`src/rtl/rtc_pkg.sv`:
```
package rtc_pkg;

  localparam int REG_W  = 16;
  localparam int A_CTRL = 0;
  localparam int A_SEC  = 1;
  localparam int A_MIN  = 2;
  localparam int A_HOUR = 3;
  localparam int A_WDAY = 4;
  localparam int A_DAY  = 5;
  localparam int A_MON  = 6;
  localparam int A_YEAR = 7;
  localparam int A_UPD  = 8;
  localparam int FLAG_BIT = 15;

  typedef struct packed {
    logic [6:0] sec;
    logic [6:0] min;
    logic [5:0] hour;
    logic [2:0] wday;
    logic [5:0] day;
    logic [4:0] mon;
    logic [7:0] year;
  } rtc_time_t;

  localparam rtc_time_t TIME_RST = '{sec: 7'h00, min: 7'h00, hour: 6'h00,
                                     wday: 3'd0, day: 6'h01, mon: 5'h01,
                                     year: 8'h00};

  // Increment a two-digit BCD value by one.
  function automatic logic [7:0] bcd_inc(input logic [7:0] v);
    if (v[3:0] >= 4'd9) return {v[7:4] + 4'd1, 4'd0};
    else                return v + 8'd1;
  endfunction

  // Last valid day of the month, in BCD.
  function automatic logic [5:0] month_last_day(input logic [4:0] mon,
                                                input logic leap);
    case (mon)
      5'h02:                      return leap ? 6'h29 : 6'h28;
      5'h04, 5'h06, 5'h09, 5'h11: return 6'h30;
      default:                    return 6'h31;
    endcase
  endfunction

  // True when the hour field is at the last hour of the day.
  function automatic logic hour_is_last(input logic [5:0] h, input logic mode24);
    return mode24 ? (h == 6'h23) : (h == 6'h31);
  endfunction

  // Next hour value; 12-hour format keeps PM in bit 5.
  function automatic logic [5:0] hour_next(input logic [5:0] h, input logic mode24);
    logic [7:0] t;
    t = bcd_inc({3'b000, h[4:0]});
    if (mode24) begin
      if (h == 6'h23) return 6'h00;
      t = bcd_inc({2'b00, h});
      return t[5:0];
    end
    if (h[4:0] == 5'h12) return {h[5], 5'h01};
    if (h[4:0] == 5'h11) return {~h[5], 5'h12};
    return {h[5], t[4:0]};
  endfunction

endpackage

```
`src/rtl/rtc_prescaler.sv`:
```
module rtc_prescaler #(
  parameter int DIV = 32768
) (
  input  logic clk,
  input  logic rst_n,
  input  logic tick_en,
  input  logic clear,
  output logic sec_pulse
);
  localparam int W = (DIV > 2) ? $clog2(DIV) : 1;
  localparam logic [W-1:0] LAST = W'(DIV - 1);

  logic [W-1:0] cnt_q;
  logic         at_last;

  assign at_last   = (cnt_q == LAST);
  assign sec_pulse = tick_en && at_last && !clear;

  always_ff @(posedge clk or negedge rst_n) begin
    if (!rst_n)       cnt_q <= '0;
    else if (clear)   cnt_q <= '0;
    else if (tick_en) cnt_q <= at_last ? '0 : cnt_q + W'(1);
  end
endmodule

```
`src/rtl/rtc_advance.sv`:
```
module rtc_advance
  import rtc_pkg::*;
(
  input  rtc_time_t cur,
  input  logic      leap,
  input  logic      mode24,
  output rtc_time_t nxt,
  output logic      day_end
);
  logic       sec_wrap, min_wrap, day_step, mon_wrap;
  logic [5:0] last_day;
  logic [7:0] t_sec, t_min, t_day, t_mon, t_year;

  always_comb begin
    t_sec  = bcd_inc({1'b0, cur.sec});
    t_min  = bcd_inc({1'b0, cur.min});
    t_day  = bcd_inc({2'b00, cur.day});
    t_mon  = bcd_inc({3'b000, cur.mon});
    t_year = bcd_inc(cur.year);

    last_day = month_last_day(cur.mon, leap);
    sec_wrap = (cur.sec >= 7'h59);
    min_wrap = sec_wrap && (cur.min >= 7'h59);
    day_step = min_wrap && hour_is_last(cur.hour, mode24);
    day_end  = day_step && (cur.day >= last_day);
    mon_wrap = day_end && (cur.mon >= 5'h12);

    nxt      = cur;
    nxt.sec  = sec_wrap ? 7'h00 : t_sec[6:0];
    if (sec_wrap) nxt.min  = (cur.min >= 7'h59) ? 7'h00 : t_min[6:0];
    if (min_wrap) nxt.hour = hour_next(cur.hour, mode24);
    if (day_step) begin
      nxt.day  = day_end ? 6'h01 : t_day[5:0];
      nxt.wday = (cur.wday >= 3'd6) ? 3'd0 : cur.wday + 3'd1;
    end
    if (day_end)  nxt.mon  = mon_wrap ? 5'h01 : t_mon[4:0];
    if (mon_wrap) nxt.year = (cur.year >= 8'h99) ? 8'h00 : t_year;
  end
endmodule

```
`src/rtl/bcd_rtc_core.sv`:
```
module bcd_rtc_core
  import rtc_pkg::*;
#(
  parameter int PRESCALE = 32768,
  parameter int ADDR_W   = 4
) (
  input  logic              clk,
  input  logic              rst_n,
  input  logic              tick_en,
  input  logic              wr_en,
  input  logic [ADDR_W-1:0] wr_addr,
  input  logic [15:0]       wr_data,
  input  logic [ADDR_W-1:0] rd_addr,
  output logic [15:0]       rd_data
);
  rtc_time_t now_q, stage_q, now_nxt;
  logic      leap_q, leap_stage_q, mode24_q, trig_q;
  logic      commit, sec_pulse, day_end;

  function automatic logic wr_hit(input int a);
    return wr_en && (wr_addr == ADDR_W'(a));
  endfunction

  assign commit = trig_q;

  rtc_prescaler #(.DIV(PRESCALE)) u_pre (
    .clk(clk), .rst_n(rst_n), .tick_en(tick_en),
    .clear(commit), .sec_pulse(sec_pulse)
  );

  rtc_advance u_adv (
    .cur(now_q), .leap(leap_q), .mode24(mode24_q),
    .nxt(now_nxt), .day_end(day_end)
  );

  // Control, staged fields and update trigger
  always_ff @(posedge clk or negedge rst_n) begin
    if (!rst_n) begin
      stage_q      <= TIME_RST;
      leap_stage_q <= 1'b0;
      mode24_q     <= 1'b1;
      trig_q       <= 1'b0;
    end else begin
      trig_q <= wr_hit(A_UPD) && wr_data[FLAG_BIT];
      if (wr_hit(A_CTRL)) mode24_q     <= wr_data[0];
      if (wr_hit(A_SEC))  stage_q.sec  <= wr_data[6:0];
      if (wr_hit(A_MIN))  stage_q.min  <= wr_data[6:0];
      if (wr_hit(A_HOUR)) stage_q.hour <= wr_data[5:0];
      if (wr_hit(A_WDAY)) stage_q.wday <= wr_data[2:0];
      if (wr_hit(A_DAY))  stage_q.day  <= wr_data[5:0];
      if (wr_hit(A_MON))  stage_q.mon  <= wr_data[4:0];
      if (wr_hit(A_YEAR)) begin
        stage_q.year <= wr_data[7:0];
        leap_stage_q <= wr_data[FLAG_BIT];
      end
    end
  end

  // Running time
  always_ff @(posedge clk or negedge rst_n) begin
    if (!rst_n) begin
      now_q  <= TIME_RST;
      leap_q <= 1'b0;
    end else if (commit) begin
      now_q  <= stage_q;
      leap_q <= leap_stage_q;
    end else if (sec_pulse) begin
      now_q  <= now_nxt;
    end
  end

  always_comb begin
    rd_data = '0;
    case (rd_addr)
      ADDR_W'(A_CTRL): rd_data[0]   = mode24_q;
      ADDR_W'(A_SEC):  rd_data[6:0] = now_q.sec;
      ADDR_W'(A_MIN):  rd_data[6:0] = now_q.min;
      ADDR_W'(A_HOUR): rd_data[5:0] = now_q.hour;
      ADDR_W'(A_WDAY): rd_data[2:0] = now_q.wday;
      ADDR_W'(A_DAY):  rd_data[5:0] = now_q.day;
      ADDR_W'(A_MON):  rd_data[4:0] = now_q.mon;
      ADDR_W'(A_YEAR): rd_data      = {leap_q, 7'b0, now_q.year};
      ADDR_W'(A_UPD):  rd_data[FLAG_BIT] = trig_q;
      default:         rd_data = '0;
    endcase
  end
endmodule

```
`config.mk`:
```
export PLATFORM = sky130hd
export DESIGN_NAME = bcd_rtc_core
export DESIGN_NICKNAME = d
export VERILOG_FILES = /design/src/rtl/rtc_pkg.sv /design/src/rtl/rtc_prescaler.sv /design/src/rtl/rtc_advance.sv /design/src/rtl/bcd_rtc_core.sv
export SDC_FILE = /design/constraint.sdc
export NUM_CORES = 1
export LEC_CHECK = 0
export ABC_AREA = 1
export BUFFER_PORTS_ARGS = -buffer_cell sky130_fd_sc_hd__buf_2
export CORE_MARGIN = 2
export CORE_UTILIZATION = 55
export CTS_BUF_LIST = sky130_fd_sc_hd__clkbuf_4 sky130_fd_sc_hd__clkbuf_8 sky130_fd_sc_hd__clkbuf_16
export DETAILED_ROUTE_END_ITERATION = 6
export GPL_TIMING_DRIVEN = 1
export PLACE_DENSITY = 0.72
export SYNTH_ARGS = -nofsm -noshare
export SYNTH_HDL_FRONTEND = slang
export SYNTH_SLANG_ARGS = --single-unit
```
`constraint.sdc`:
```
create_clock -name clk -period 2.4 [get_ports clk]
set_input_delay 0.24 -clock clk [delete_from_list [all_inputs] [get_ports clk]]
set_output_delay 0.24 -clock clk [all_outputs]
set_load 0.02 [all_outputs]
```
==> flow_summary_export.csv <==
group,metric,value,unit
status,status,"finished, violations left",
status,violations,"negative setup slack",
critical_path,worst_ep_arrival_time,2670,ps
run,maxCapViolations,0,
timing,maxSlewViolCount,0,
clocking,clock-sinks,103,
routing,wl_met1,7.849,mm
placed_design,post-place-ws,-197.2,ps
finish,syn_to_final_growth,13.83,%
timing,hold-worst-slack,115.7,ps
pwr,power_leakage,3.757,nW
synthesis,synth.most_common_cell,"nand2_1",
finish,nNetsFinal,972,
synthesis,synth.distinct_cells,46,
finish,drive_gt1_frac,0.1454,
clocking,clk_path_buf_depth,2,
hold_path,hold_class,"in2reg",
clocking,cts_tree,"done",
pwr,finalPower,4.345,mW
clocking,root_buffer,"clkbuf_16",
pwr,p_sw,1.300,mW
synthesis,yosys_warnings,0,
synthesis,synthTopCellsByArea,"dfrtp_1 (38%), nand2_1 (14%), ha_1 (6.6%)",
synthesis,synth_common_cells,"nand2_1 (242), inv_1 (105), dfrtp_1 (98)",
synthesis,synth_top_area_frac,0.3824,
routing,vias,5880,
timing,fmax,411.7,MHz
placed_design,io_buffers,29,
routing,firstDrtPassIters,6,
timing,rsz0062_at_grt,"yes",
finish,instances_no_fill,1058,
critical_path,rrSetupSlack,-30,ps
critical_path,worstSetupPathType,"reg2reg",
placed_design,dpl.cell_count,1035,
global_routing,grt_max_degree,41,
global_routing,grt_usage,0.2817,
critical_path,crit_required,2640,ps
clocking,cts_buffers,9,
synthesis,synthCells,863,
pwr,power_frac_seq,0.505,
critical_path,critPathLaunchType,"flip-flop",
timing,worst_slew_pin_slew,554.0,ps
floorplan,coreArea,11420,sq um
clocking,htreeDepth,3,
synthesis,synth_area_leader_cell,"dfrtp_1",
floorplan,start_util,0.5616,
routing,wl_met3,1.141,mm
clocking,insertion_delay,350,ps
timing,final.min_clock_period,2429,ps
routing,antenna_left,0,
floorplan,io_pins,44,
synthesis,synth_area,6412,sq um
routing,met2_length,7.625,mm
timing,finalCritPeriodShare,1.012,
global_routing,grt_overflow,0,
synthesis,synth_edf_count,0,
routing,drc,0,
routing,highest_layer,"met4",
critical_path,worstPathCellList,"ha_4 > inv_4 > nor3_4 > inv_2 > o2111a_1 > ha_1 > inv_1 > nor2_2 > nand3_2 > nand4_4 > buf_4 > nand4_4 > nor2_1 > a21oi_2",
pwr,power.share.switching,0.2991,
routing,drtIter0Drc,479,
timing,setup_tns,-90.40,ps
synthesis,avgSynthCellArea,7.430,sq um
critical_path,crit_path_frequent_cell,"nand4_4",
critical_path,path_max_fanout,5,
pwr,power_density,595.3,nW/um^2
timing,finalSetupViolations,8,
synthesis,async_reset_ff_frac,1.000,
timing,fin_ws,-28.97,ps
routing,viasPerCell,5.558,
pwr,share_comb_of_total_power,0.147,
floorplan,rows,39,
critical_path,cp_top_family,"simple AND/OR/NAND/NOR gates",
synthesis,yosysSeqAreaShare,0.4029,
floorplan,die_h,112.0,microns
critical_path,cp.buffers_inverters,4,
global_routing,grt_pass1_vias,5577,
finish,regArea,2584,sq um
critical_path,cpPeakStageDelay,430,ps
placed_design,dp_hpwl,12.46,mm
pwr,p_int,3.046,mW
global_routing,grt_first_pass_wirelength,28.07,mm
floorplan,fp.dieW,112.0,microns
critical_path,slowest_stage,"dfrtp_1",
floorplan,die-area,12540,sq um
global_routing,grt_antenna_before_repair,0,
finish,diodes,0,
pwr,clockPowerShare,0.348,
pwr,ir_drop,0.4690,mV
timing,skew,5.802,ps
critical_path,cp-end-kind,"flip-flop",
synthesis,ys_seq_elements,103,
synthesis,ys.flop_type,"dfrtp_1",
placed_design,gp_congestion,0.9282,
routing,wl_per_cell,16.12,microns
timing,hold_viol_final,0,
clocking,path_clk_slew,70,ps
timing,relSlewSlack,0.6307,
finish,multi_input_comb_area,3447,sq um
finish,fill_cells,1017,
routing,wl,17.06,mm
## worst register-to-register path, cell delays in order (launching register included)
cell	delay, ps
dfrtp_1	430
ha_4	190
inv_4	40
nor3_4	200
inv_2	60
o2111a_1	250
ha_1	270
inv_1	40
nor2_2	100
nand3_2	90
nand4_4	150
buf_4	140
nand4_4	110
nor2_1	180
a21oi_2	70
## through the flow
step | instance area, sq um | util
5_1_grt | 7300 | 0.6393
3_5_place_dp | 6768 | 0.5927
6_report | 7300 | 0.6393
4_1_cts | 7121 | 0.6236
3_3_place_gp | 6768 | 0.5927
2_1_floorplan | 6435 | -
## logic make-up (layout without fill, tap and decap cells)
kind of cell,Yosys count,count (layout),synth area share
mux,1,1,0.001756
buf+inv,137,182,0.08683
simple gates,415,416,0.2823
fa+ha+maj,34,34,0.06634
compound gates,153,153,0.1333
other cells,1,7,0.0005848
xor+xnor,19,19,0.02595
flops,103,103,0.4029
## cells in the final DEF (no fill, tap or decap), types with 6 or more instances in the layout
cell,n
nand2_1,235
inv_1,102
dfrtp_1,98
o21ai_0,79
nor2_1,68
nand3_1,49
ha_1,32
a21oi_1,28
buf_2,28
buf_4,19
nor3_1,18
xor2_1,11
inv_2,9
o22ai_1,9
nand2_2,9
clkbuf_16,9
nor2_2,8
xnor2_1,8
nand3_2,7
conb_1,7
nand4_1,6
## timing repair
action / CTS / global route
setup buffers: 1 / 4
setup endpoints to repair: 19 / 19
gates cloned: 0 / 1
hold buffers: 1 / 0
hold endpoints to repair: 33 / 0
pin swaps: 3 / 13
gates resized for setup: 5 / 37
## layout make-up
cell class / count / area share
multi-input cells: 630 / 0.4722
flip-flops and latches: 103 / 0.3540
well taps: 143 / 0.02451
inverters: 114 / 0.06034
clock inverters: 6 / 0.009599
repair buffers: 52 / 0.04748
clock buffers: 10 / 0.03188
## power by group through the flow
| stage | Sequential (mW) | Clock, mW | Combinational (mW) |
|---|---|---|---|
| 3_5_place_dp | 2.22 | 0 | 0.621 |
| 6_report | 2.19 | 1.51 | 0.638 |
| 3_3_place_gp | 2.20 | 0 | 0.601 |
| 5_1_grt | 2.22 | 1.61 | 0.736 |
| 4_1_cts | 2.19 | 1.53 | 0.632 |
| 2_1_floorplan | 2.14 | 0 | 0.466 |
## path summary, 6_finish.rpt
check,startpoint,to,cells past startpoint
hold reg to reg,now_q[3],now_q[3],2
max in group asynchronous,rst_n,now_q[13],3
setup / recovery,now_q[9],now_q[12],14
setup reg to reg,now_q[9],now_q[12],14
hold / removal,wr_data[7],stage_q[7],2
min in group asynchronous,rst_n,now_q[39],2
## per-layer routing
| metal | GRT usage | up-vias |
|---|---|---|
| li1 | - | 2894 |
| met1 | 0.4018 | 2743 |
| met2 | 0.4299 | 210 |
| met3 | 0.05444 | 33 |
| met4 | 0.1049 | 0 |
| met5 | 0 | - |
## sequential cells by signal, summed over array words and instances (netlist names)
register      cells
now_q            42
stage_q          42
u_pre.cnt_q      15
commit            1
leap_q            1
leap_stage_q      1
mode24_q          1
No activity file was read; power rests on OpenSTA's default activity.
